<file path="src/rtl/irqc_pkg.sv">
// Package: shared constants and helpers for the two-level interrupt controller.
// Assumes source index order ext0, tmr0, ext1, tmr1, serial; this order is
// also the tie-break order and the enable/priority bit order.
package irqc_pkg;
    localparam int NEXT       = 2;             // external pins
    localparam int NSRC       = 2 * NEXT + 1;  // pins, timers, serial
    localparam int SER_IDX    = NSRC - 1;
    localparam int REG_W      = 8;
    localparam int VEC_W      = 16;
    localparam int VEC_BASE   = 3;
    localparam int VEC_STRIDE = 8;
    localparam int MASTER_BIT = 7;
    localparam int EN_RSVD    = 6;

    localparam logic [1:0] A_ENABLE = 2'd0;
    localparam logic [1:0] A_PRIO   = 2'd1;
    localparam logic [1:0] A_MODE   = 2'd2;

    // Fixed vector for a source index.
    function automatic logic [VEC_W-1:0] vec_of(input int unsigned idx);
        return VEC_W'(VEC_BASE + VEC_STRIDE * idx);
    endfunction
endpackage

</file>
<file path="src/rtl/irqc_ext_detect.sv">
// Module: one external pin front end. Synchronizes the pin with two flops,
// then presents either the level or a rising-edge event latched until the
// controller clears it on acknowledge. Assumes clr_i is a one-cycle pulse.
module irqc_ext_detect (
    input  logic clk,
    input  logic rst_n,
    input  logic pin_i,
    input  logic edge_mode_i,
    input  logic clr_i,
    output logic pend_o
);
    logic sync1_q, sync2_q, prev_q, evt_q;
    logic rise;

    assign rise = sync2_q & ~prev_q;

    // Two-flop synchronizer and previous-sample register.
    always_ff @(posedge clk) begin
        if (!rst_n) begin
            sync1_q <= 1'b0;
            sync2_q <= 1'b0;
            prev_q  <= 1'b0;
        end else begin
            sync1_q <= pin_i;
            sync2_q <= sync1_q;
            prev_q  <= sync2_q;
        end
    end

    // Latched edge event: a new rise wins over a clear in the same cycle.
    always_ff @(posedge clk) begin
        if (!rst_n)
            evt_q <= 1'b0;
        else if (!edge_mode_i)
            evt_q <= 1'b0;
        else
            evt_q <= (evt_q & ~clr_i) | rise;
    end

    assign pend_o = edge_mode_i ? evt_q : sync2_q;

    AST_EDGE_ACK_CLEARS: assert property (@(posedge clk) disable iff (!rst_n)
        (edge_mode_i && clr_i && !rise) |=> !evt_q);
    AST_EDGE_NEEDS_RISE: assert property (@(posedge clk) disable iff (!rst_n)
        $rose(evt_q) |-> $past(rise));
endmodule

</file>
<file path="src/rtl/irqc_regs.sv">
// Module: configuration registers (enable, priority, trigger mode) with byte
// and single-bit writes and a combinational read port. Unimplemented bits
// are masked at write time so they always read 0.
module irqc_regs
    import irqc_pkg::*;
(
    input  logic             clk,
    input  logic             rst_n,
    input  logic             wr_i,
    input  logic             bit_wr_i,
    input  logic [1:0]       addr_i,
    input  logic [REG_W-1:0] wdata_i,
    input  logic [2:0]       bit_idx_i,
    input  logic             bit_val_i,
    input  logic [1:0]       rd_addr_i,
    output logic [REG_W-1:0] rdata_o,
    output logic [REG_W-1:0] en_o,
    output logic [REG_W-1:0] prio_o,
    output logic [REG_W-1:0] mode_o
);
    localparam logic [REG_W-1:0] EN_MASK   = ~(REG_W'(1) << EN_RSVD);
    localparam logic [REG_W-1:0] PRIO_MASK = (REG_W'(1) << (NSRC - 1)) - 1'b1;
    localparam logic [REG_W-1:0] MODE_MASK = (REG_W'(1) << NEXT) - 1'b1;

    // Next value of one register for the current write.
    function automatic logic [REG_W-1:0] upd(input logic [REG_W-1:0] old,
                                            input logic [REG_W-1:0] mask,
                                            input logic bw,
                                            input logic [2:0] idx,
                                            input logic bv,
                                            input logic [REG_W-1:0] wd);
        logic [REG_W-1:0] r;
        r = old;
        if (bw) r[idx] = bv;
        else    r = wd;
        return r & mask;
    endfunction

    // Register update on byte or bit write.
    always_ff @(posedge clk) begin
        if (!rst_n) begin
            en_o   <= '0;
            prio_o <= '0;
            mode_o <= '0;
        end else if (wr_i || bit_wr_i) begin
            case (addr_i)
                A_ENABLE: en_o   <= upd(en_o,   EN_MASK,   bit_wr_i, bit_idx_i, bit_val_i, wdata_i);
                A_PRIO:   prio_o <= upd(prio_o, PRIO_MASK, bit_wr_i, bit_idx_i, bit_val_i, wdata_i);
                A_MODE:   mode_o <= upd(mode_o, MODE_MASK, bit_wr_i, bit_idx_i, bit_val_i, wdata_i);
                default:  ;
            endcase
        end
    end

    // Read multiplexer.
    always_comb begin
        case (rd_addr_i)
            A_ENABLE: rdata_o = en_o;
            A_PRIO:   rdata_o = prio_o;
            A_MODE:   rdata_o = mode_o;
            default:  rdata_o = '0;
        endcase
    end

    AST_BYTE_WRITE_EN: assert property (@(posedge clk) disable iff (!rst_n)
        (wr_i && !bit_wr_i && addr_i == A_ENABLE) |=> en_o == ($past(wdata_i) & EN_MASK));
    AST_BIT_WRITE_KEEPS: assert property (@(posedge clk) disable iff (!rst_n)
        (bit_wr_i && addr_i == A_PRIO && bit_idx_i != 3'd0) |=> prio_o[0] == $past(prio_o[0]));
endmodule

</file>
<file path="src/rtl/irqc_arbiter.sv">
// Module: two-level selection. Splits eligible sources into high and low
// candidates, applies the in-service nesting rule and picks the lowest
// index. Purely combinational; assumes eligibility already includes gating.
module irqc_arbiter
    import irqc_pkg::*;
(
    input  logic [NSRC-1:0]  elig_i,
    input  logic [NSRC-1:0]  prio_hi_i,
    input  logic             svc_hi_i,
    input  logic             svc_lo_i,
    output logic             req_o,
    output logic [NSRC-1:0]  grant_o,
    output logic             grant_hi_o,
    output logic [VEC_W-1:0] vector_o
);
    logic [NSRC-1:0] hi_c, lo_c, cand;
    logic            use_hi, use_lo;

    // Candidate level choice under the nesting rule.
    always_comb begin
        hi_c   = elig_i & prio_hi_i;
        lo_c   = elig_i & ~prio_hi_i;
        use_hi = !svc_hi_i && (|hi_c);
        use_lo = !svc_hi_i && !svc_lo_i && !(|hi_c) && (|lo_c);
        cand   = use_hi ? hi_c : (use_lo ? lo_c : '0);
    end

    // Lowest-index winner and its vector.
    always_comb begin
        grant_o  = cand & (~cand + 1'b1);
        req_o    = |grant_o;
        vector_o = '0;
        for (int i = 0; i < NSRC; i++)
            if (grant_o[i]) vector_o = vec_of(i);
        grant_hi_o = use_hi;
    end
endmodule

</file>
<file path="src/rtl/irq_prio_ctrl.sv">
// Module: top of the two-level vectored interrupt controller. Builds the
// pending vector from pins, timer flags and serial flags, gates it with the
// enable register, arbitrates, and tracks in-service levels from the core's
// acknowledge and return pulses. Assumes ack and return are one-cycle pulses.
module irq_prio_ctrl
    import irqc_pkg::*;
(
    input  logic             clk,
    input  logic             rst_n,
    input  logic [NEXT-1:0]  ext_pin_i,
    input  logic [NEXT-1:0]  tmr_flag_i,
    input  logic             ser_rx_flag_i,
    input  logic             ser_tx_flag_i,
    input  logic             cfg_wr_i,
    input  logic             cfg_bit_wr_i,
    input  logic [1:0]       cfg_addr_i,
    input  logic [REG_W-1:0] cfg_wdata_i,
    input  logic [2:0]       cfg_bit_idx_i,
    input  logic             cfg_bit_val_i,
    input  logic [1:0]       cfg_rd_addr_i,
    output logic [REG_W-1:0] cfg_rdata_o,
    output logic             irq_req_o,
    output logic [VEC_W-1:0] irq_vector_o,
    input  logic             irq_ack_i,
    input  logic             irq_reti_i
);
    logic [REG_W-1:0] en_q, prio_q, mode_q;
    logic [NSRC-1:0]  pend, elig, prio_hi, grant;
    logic             grant_hi, take, svc_hi_q, svc_lo_q;

    irqc_regs u_regs (
        .clk(clk), .rst_n(rst_n),
        .wr_i(cfg_wr_i), .bit_wr_i(cfg_bit_wr_i), .addr_i(cfg_addr_i),
        .wdata_i(cfg_wdata_i), .bit_idx_i(cfg_bit_idx_i), .bit_val_i(cfg_bit_val_i),
        .rd_addr_i(cfg_rd_addr_i), .rdata_o(cfg_rdata_o),
        .en_o(en_q), .prio_o(prio_q), .mode_o(mode_q)
    );

    assign take = irq_ack_i && irq_req_o && !irq_reti_i;

    // Per pin pair: external detector at even index, timer flag at odd index.
    for (genvar k = 0; k < NEXT; k++) begin : g_src
        irqc_ext_detect u_ext (
            .clk(clk), .rst_n(rst_n), .pin_i(ext_pin_i[k]),
            .edge_mode_i(mode_q[k]), .clr_i(take && grant[2*k]),
            .pend_o(pend[2*k])
        );
        assign pend[2*k+1] = tmr_flag_i[k];
    end
    assign pend[SER_IDX] = ser_rx_flag_i | ser_tx_flag_i;

    assign elig    = pend & en_q[NSRC-1:0] & {NSRC{en_q[MASTER_BIT]}};
    assign prio_hi = {1'b0, prio_q[NSRC-2:0]};

    irqc_arbiter u_arb (
        .elig_i(elig), .prio_hi_i(prio_hi),
        .svc_hi_i(svc_hi_q), .svc_lo_i(svc_lo_q),
        .req_o(irq_req_o), .grant_o(grant), .grant_hi_o(grant_hi),
        .vector_o(irq_vector_o)
    );

    // In-service tracking: return ends the newest level, ack opens one.
    always_ff @(posedge clk) begin
        if (!rst_n) begin
            svc_hi_q <= 1'b0;
            svc_lo_q <= 1'b0;
        end else if (irq_reti_i) begin
            if (svc_hi_q) svc_hi_q <= 1'b0;
            else          svc_lo_q <= 1'b0;
        end else if (take) begin
            if (grant_hi) svc_hi_q <= 1'b1;
            else          svc_lo_q <= 1'b1;
        end
    end

    AST_MASTER_GATE: assert property (@(posedge clk) disable iff (!rst_n)
        !en_q[MASTER_BIT] |-> !irq_req_o);
    AST_ONLY_ENABLED: assert property (@(posedge clk) disable iff (!rst_n)
        irq_req_o |-> ((grant & ~en_q[NSRC-1:0]) == '0));
    AST_GRANT_ONEHOT: assert property (@(posedge clk) disable iff (!rst_n)
        $onehot0(grant));
    AST_HI_BLOCKS_ALL: assert property (@(posedge clk) disable iff (!rst_n)
        svc_hi_q |-> !irq_req_o);
    AST_LO_NEEDS_HI: assert property (@(posedge clk) disable iff (!rst_n)
        (svc_lo_q && irq_req_o) |-> grant_hi);
    AST_RETI_HI_FIRST: assert property (@(posedge clk) disable iff (!rst_n)
        (irq_reti_i && svc_hi_q) |=> (!svc_hi_q && svc_lo_q == $past(svc_lo_q)));
    AST_ACK_ENTERS: assert property (@(posedge clk) disable iff (!rst_n)
        take |=> (svc_hi_q || svc_lo_q));
    AST_SERIAL_LOW: assert property (@(posedge clk) disable iff (!rst_n)
        grant[SER_IDX] |-> !grant_hi);
endmodule

</file>
<file path="config.mk">
export PLATFORM = sky130hd
export DESIGN_NAME = irq_prio_ctrl
export DESIGN_NICKNAME = d
export VERILOG_FILES = /design/src/rtl/irqc_pkg.sv /design/src/rtl/irqc_ext_detect.sv /design/src/rtl/irqc_regs.sv /design/src/rtl/irqc_arbiter.sv /design/src/rtl/irq_prio_ctrl.sv
export SDC_FILE = /design/constraint.sdc
export NUM_CORES = 1
export LEC_CHECK = 0
export ABC_AREA = 1
export BUFFER_PORTS_ARGS = -buffer_cell sky130_fd_sc_hd__buf_2
export CORE_MARGIN = 2
export CORE_UTILIZATION = 25
export CTS_BUF_LIST = sky130_fd_sc_hd__clkbuf_8
export CTS_CLUSTER_DIAMETER = 40
export DETAILED_ROUTE_END_ITERATION = 12
export MAX_ROUTING_LAYER = met4
export PLACE_DENSITY = 0.44
export SYNTH_ARGS = -nofsm -noshare
export SYNTH_HDL_FRONTEND = slang
export SYNTH_SLANG_ARGS = --single-unit
</file>
<file path="constraint.sdc">
create_clock -name clk -period 2.1 [get_ports clk]
set_input_delay 0.42 -clock clk [delete_from_list [all_inputs] [get_ports clk]]
set_output_delay 0.42 -clock clk [all_outputs]
set_load 0.005 [all_outputs]
</file>
# [After elaboration in Yosys (flattened, before gate mapping)]
# Index checks and enable logic that the tools add are counted.
[word_totals] regBits=23 inputBits=28 output_inout_bits=25 elab_cells=91
[op_classes] n_addsub=1 n_lt_le_gt_ge=2 n_eq_ne=6 mux=22 n_bitwise=19 n_reduce_logical=28
[ops] cell="8-bit bitwise mux" count=3
[ops] cell="8-bit case mux with 3 select lines" count=1
[ops] cell="5-bit bitwise AND" count=4
[ops] cell="5-bit two-way mux" count=4
[ops] cell="5-bit OR reduction" count=3
[ops] cell="2-bit AND reduction" count=6
[ops] cell="1-bit logical AND" count=9
[ops] cell="4-bit two-way mux" count=2
[ops] cell="8-bit two-way mux" count=1
[ops] cell="1-bit two-way mux" count=7
[ops] cell="6-bit two-way mux" count=1
[ops] cell="5-bit by 1-bit adder with 5-bit output (second input constant)" count=1
[ops] cell="5-bit by 4-bit bitwise AND with 5-bit output" count=1
[ops] cell="1-bit NOT" count=5
[ops] cell="4-bit NOT with 5-bit output" count=1
[ops] cell="5-bit NOT" count=1
[ops] cell="1-bit bitwise AND" count=4
[ops] cell="2-bit by 1-bit == test with 1-bit output (second input constant)" count=2
[ops] cell="2-bit == test (second input constant)" count=2
[ops] cell="1-bit zero test" count=4
[ops] cell="2-bit zero test" count=2
[ops] cell="3-bit by 4-bit less-than comparator with 1-bit output (second input constant)" count=1
[ops] cell="2-bit two-way mux" count=2
[ops] cell="2-bit != test (second input constant)" count=2
[ops] cell="other kinds (7)" count=9

# [Longest topological paths before layout]
[depth] word_depth=20 depth_mapped=12 mapped_depth_nobuf=12

# [Hierarchy]
# A second synthesis with hierarchy kept.
[hier_totals] hier_cells=300 area_unflattened_um2=1785.5
[modules_own_cells] mod="irqc_regs" n_inst=1 cells_each=157 area_per_inst_um2=945.9 seq_area_each_um2=260.2
[modules_own_cells] mod="irqc_arbiter" n_inst=1 cells_each=74 area_per_inst_um2=390.4 seq_area_each_um2=0.0
[modules_own_cells] mod="irqc_ext_detect" n_inst=2 cells_each=19 area_per_inst_um2=142.6 seq_area_each_um2=80.1
[modules_own_cells] mod="irq_prio_ctrl" n_inst=1 cells_each=31 area_per_inst_um2=163.9 seq_area_each_um2=40.0

# [Least setup slack after synthesis]
# No wires, ideal clock.
[synth_path] path_kind="in2out" startpoint="in tmr_flag_i[0]" endpoint="out irq_vector_o[5]" t_arrival_ns=1.469 required_time_ns=1.680 path_slack_ns=0.211 cell_stages=7 path_buffers=0 path_cell_list="nand3_1 nor2_2 nor2_2 nand3_2 nor2_4 nand2_1 nor4_1"
[synth_between] elab_chain_cells=13 word_cells_on_any_way=16 cone_classes="add/sub (1); mux (3); bitwise (6); reduce/logical (6)"
[synth_lines] element="start, declared" line="irq_prio_ctrl.sv:11" rtl="input logic [NEXT-1:0] tmr_flag_i,"
[synth_lines] element="5-bit bitwise AND (*) (2 in series)" line="irq_prio_ctrl.sv:52" rtl="assign elig = pend & en_q[NSRC-1:0] & {NSRC{en_q[MASTER_BIT]}};"
[synth_lines] element="5-bit by 4-bit bitwise AND with 5-bit output" line="irqc_arbiter.sv:21" rtl="hi_c = elig_i & prio_hi_i;"
[synth_lines] element="5-bit OR reduction" line="irqc_arbiter.sv:23, irqc_arbiter.sv:24"
[synth_lines] element="1-bit zero test" line="irqc_arbiter.sv:24" rtl="use_lo = !svc_hi_i && !svc_lo_i && !(|hi_c) && (|lo_c);"
[synth_lines] element="1-bit logical AND (2 in series)" line="irqc_arbiter.sv:24"
[synth_lines] element="5-bit two-way mux" line="irqc_arbiter.sv:25" rtl="cand = use_hi ? hi_c : (use_lo ? lo_c : '0);"
[synth_lines] element="5-bit two-way mux (*)" line="irqc_arbiter.sv:25"
[synth_lines] element="5-bit NOT" line="irqc_arbiter.sv:30" rtl="grant_o = cand & (~cand + 1'b1);"
[synth_lines] element="5-bit by 1-bit adder with 5-bit output" line="irqc_arbiter.sv:30"
[synth_lines] element="5-bit bitwise AND (*)" line="irqc_arbiter.sv:30"
[synth_lines] element="6-bit two-way mux (*)" line="irqc_arbiter.sv:34" rtl="if (grant_o[i]) vector_o = vec_of(i);"
[synth_lines] element="end, declared" line="irq_prio_ctrl.sv:23" rtl="output logic [VEC_W-1:0] irq_vector_o,"
# Mark *: on every way between the ends. The rest lies on a longest branch, timed or not.

# [Worst setup path after layout]
[layout_path] startpoint="reg u_regs.en_o[7]" endpoint="out irq_vector_o[3]"
[layout_between] elab_chain_cells=15 word_cells_on_any_way=18 cone_classes="add/sub (1); mux (6); bitwise (5); reduce/logical (6)"
[layout_lines] element="start, declared" line="irqc_regs.sv:17" rtl="output logic [REG_W-1:0] en_o,"
[layout_lines] element="start signal, assigned" line="irqc_regs.sv:47" rtl="A_ENABLE: en_o <= upd(en_o, EN_MASK, bit_wr_i, bit_idx_i, bit_val_i, wdata_i);"
[layout_lines] element="5-bit bitwise AND (*)" line="irq_prio_ctrl.sv:52"
[layout_lines] element="5-bit by 4-bit bitwise AND with 5-bit output" line="irqc_arbiter.sv:21"
[layout_lines] element="5-bit OR reduction" line="irqc_arbiter.sv:23, irqc_arbiter.sv:24"
[layout_lines] element="1-bit zero test" line="irqc_arbiter.sv:24"
[layout_lines] element="1-bit logical AND (2 in series)" line="irqc_arbiter.sv:24"
[layout_lines] element="5-bit two-way mux" line="irqc_arbiter.sv:25"
[layout_lines] element="5-bit two-way mux (*)" line="irqc_arbiter.sv:25"
[layout_lines] element="5-bit NOT" line="irqc_arbiter.sv:30"
[layout_lines] element="5-bit by 1-bit adder with 5-bit output" line="irqc_arbiter.sv:30"
[layout_lines] element="5-bit bitwise AND (*)" line="irqc_arbiter.sv:30"
[layout_lines] element="4-bit two-way mux" line="irqc_arbiter.sv:34"
[layout_lines] element="5-bit two-way mux (2 in series)" line="irqc_arbiter.sv:34"
[layout_lines] element="6-bit two-way mux (*)" line="irqc_arbiter.sv:34"
# Marked as above.

==> flow_summary.yaml <==
sta:
  report.final.slew_viol_count: 0
  report.final.hold_viol_count: 0
  min_period_over_period_pct: 103
  finalHoldWorstSlack_ns: 0.324
  achievable-frequency_ghz: 0.463
  finalWorstPathRequiredPeriod_ns: 2.16
  grt_setup_unrepaired: "true"
  finClkSkew_ns: 0.00134
  worst_max_slew_pin_slew_ns: 0.543
  postLayoutSetupSlackWorst_ns: -0.0585
  timing.slew.headroom_pct: 63.5
  finalSetupViolations: 6
die:
  horizontal_die_dimension_um: 82.2
  fp.dieArea_um2: 6750
  design.core.area_um2: 5920
  fp-row-count: 28
  io_pins: 53
  start_util_pct: 25.8
  fp.dieH_um: 82.2
setup_path:
  cell_repeated_most_along_the_worst_path: "sky130_fd_sc_hd__nor2_4"
  timing.critical_path.slowest_stage_cell: "sky130_fd_sc_hd__dfxtp_4"
  crit_path_start: "u_regs.en_o[7]"
  slowest_stage_delay_cp_ns: 0.38
  r2r_cells: 14
  critPathBufInv: 2
  path_depth: 11
  cpLargestDelayFamily: "simple AND/OR/NAND/NOR gates"
  worstSetupStartpointType: "flop"
  critical_path.cell_chain: "nand3_4 > nor2_4 > nor2_4 > nand3_4 > nor2_4 > nand3_2 > nand2_4 > inv_2 > nand2_1 > a31oi_1 > buf_2"
  crit_end: "irq_vector_o[3]"
  critPathRequiredTime_ns: 1.68
  critical_path.reg2reg.startpoint: "u_regs.en_o[7]"
  crit_fanout: 5
  critPathArrivalTime_ns: 1.74
  capturing_element_type_of_the_critical_path: "output port"
  worst-r2r-setup-slack_ns: 0.21
  timing.setup.critical_path_class: "flop to output port"
  reg2reg_to: "g_src[1].u_ext.evt_q"
cells_and_area:
  layout_filler_cell_count: 671
  layout.area.seq_um2: 475
  fraction_of_layout_cells_with_a_size_suffix_above_1_pct: 32.3
  num_antenna_cells: 0
  multi_input_area_um2: 937
  final_cell_count_no_fill: 360
  finish.utilization_pct: 34.0
  nets: 314
  areaGrowthSynthToFinish_pct: 31.7
  final_common_cell: "sky130_fd_sc_hd__nand2_1"
  most-common-layout-cells: "sky130_fd_sc_hd__nand2_1, sky130_fd_sc_hd__inv_1, sky130_fd_sc_hd__buf_2"
clocking:
  cts_buffers: 3
  cts_max_path_buffers: 2
  path_clk_slew_ns: 0.09
  ctsRootBufferMaster: "sky130_fd_sc_hd__clkbuf_8"
  cts_hold_repair.buffers: 0
  cts_tree: "yes"
  worstSkewPairLatency_ns: 0.27
  clock_tree.htree_level_count: 1
  cts_sinks: 23
power_and_ir_drop:
  pwr_density_cell_nw_per_um2: 452
  worst_ir_drop_on_vdd_v: 0.000199
  power_leakage_uw: 0.000957
synth:
  synth.distinct_cells: 28
  yosysWarnings: 0
  synthesis.area_per_instance_um2: 6.56
  synth.cell_area_um2: 1530
  netlist_instances: 233
  ys_seq_area_share_pct: 30.1
  postSynthRegisterBits: 23
global_routing:
  grt_pass1_wl_um: 6210
  overflow: 0
  number_of_antenna_violations_at_the_first_check_in_global_routing: 0
  grt_util_all_layers_pct: 12.2
  grt_start_max_net_pins: 14
  grt_pass1_vias: 1368
placed_design:
  place_congestion: 0.790
  pre_cts_slack_ns: -0.00789
  buffer_ports.inserted: 39
  dp_hpwl_um: 3070
  placedCellCount: 348
drt:
  drc_errors: 0
  final_wirelength_um: 3780
  first_iter_violations: 47
  route.antenna.remaining_nets: 0
  detailedRoute.firstPassIterationCount: 4
  drt-wirelength-per-cell_um: 10.5
  number_of_vias_in_the_routed_layout: 1512
  vias_per_cell: 4.20
hold_path:
  path_type_of_the_worst_min_delay_path: "primary input to flop"
run_status:
  run_status: "finished with violations"
  violations: "setup timing"
flow_run:
  maxCapViolations: 0
==> timing repair <==
action	4_1_cts	5_1_grt
pin swaps	13	9
resized for setup	19	10
setup buffers	4	4
setup endpoints to repair	6	6
==> sequential cells by signal, indices dropped and copies added, names as in the netlist <==
name and cells:
g_src.u_ext.evt_q 2, u_regs.mode_o 2, g_src.u_ext.sync1_q 2, u_regs.prio_o 4
g_src.u_ext.prev_q 2, u_regs.en_o 7, svc_lo_q 1, g_src.u_ext.sync2_q 2
svc_hi_q 1
==> cells by family after synthesis <==
group,synth area share [%]
and+or+nand+nor,36.5
other,0.245
buffers and inverters,16.7
DFF,30.1
AOI/OAI and AO/OA,16.4
==> worst min path at each step <==
| stage | start | to | slack [ns] | cells past startpoint |
|---|---|---|---|---|
| finish | ext_pin_i[1] | g_src[1].u_ext.sync1_q | 0.32 | 3 |
| global route | ext_pin_i[1] | g_src[1].u_ext.sync1_q | 0.33 | 3 |
| CTS | ext_pin_i[1] | g_src[1].u_ext.sync1_q | 0.32 | 3 |
| detailed placement | g_src[0].u_ext.sync1_q | g_src[0].u_ext.sync2_q | 0.40 | 2 |
| global placement | g_src[0].u_ext.sync1_q | g_src[0].u_ext.sync2_q | 0.40 | 2 |
| floorplan | g_src[0].u_ext.sync1_q | g_src[0].u_ext.sync2_q | 0.39 | 2 |
==> metal layers <==
layer	track usage [%]	wire, um
met1	16.0	1930
met3	1.74	145
met4	3.50	25
met5	-	0
met2	19.7	1680
==> per-stage QoR <==
stage / setup TNS (ns) / instance area [um2] / total power (uW)
6_report: -0.137 / 2010 / 908
3_3_place_gp: -0.00807 / 1790 / 618
5_1_grt: -1.00 / 2010 / 968
2_1_floorplan: 0 / 1570 / 574
3_5_place_dp: -0.00789 / 1790 / 619
4_1_cts: -0.385 / 1940 / 916
==> final cells by class <==
cell class | instances | share of cell area, %
clock inverter | 1 | 0.249
multi-input combinational | 166 | 46.6
inverter | 39 | 7.28
clock buffer | 3 | 2.05
tap | 75 | 4.66
timing repair buffer | 53 | 15.5
sequential | 23 | 23.6
==> Yosys cell counts (all sizes together) <==
| master | instances | area share, % |
|---|---|---|
| a211oi | 1 | 0.49 |
| a21oi | 12 | 4.4 |
| a221oi | 1 | 0.57 |
| a22o | 2 | 1.1 |
| a311oi | 2 | 1.1 |
| a31oi | 3 | 1.2 |
| buf | 13 | 6.4 |
| clkbuf | 3 | 0.74 |
| conb | 1 | 0.25 |
| dfxtp | 23 | 30 |
| inv | 39 | 9.6 |
| nand2 | 47 | 14 |
| nand3 | 21 | 8.7 |
| nand4 | 1 | 0.41 |
| nor2 | 35 | 11 |
| nor3 | 8 | 2.6 |
| nor4 | 1 | 0.41 |
| o211ai | 1 | 0.49 |
| o21a | 2 | 0.98 |
| o21ai | 16 | 5.2 |
| o311a | 1 | 0.66 |
==> worst min-delay path: cells and delay by family <==
family                 cells  cell delay, ns
AND/OR/NAND/NOR            1            0.04
buffers and inverters      2            0.11
==> power breakdown <==
part           internal, uW  switching, uW  leakage, uW
logic                  57.6           89.2     0.000741
registers               453           17.5     0.000191
clock network           133            159    0.0000255
No activity file was read; power rests on OpenSTA's default activity.
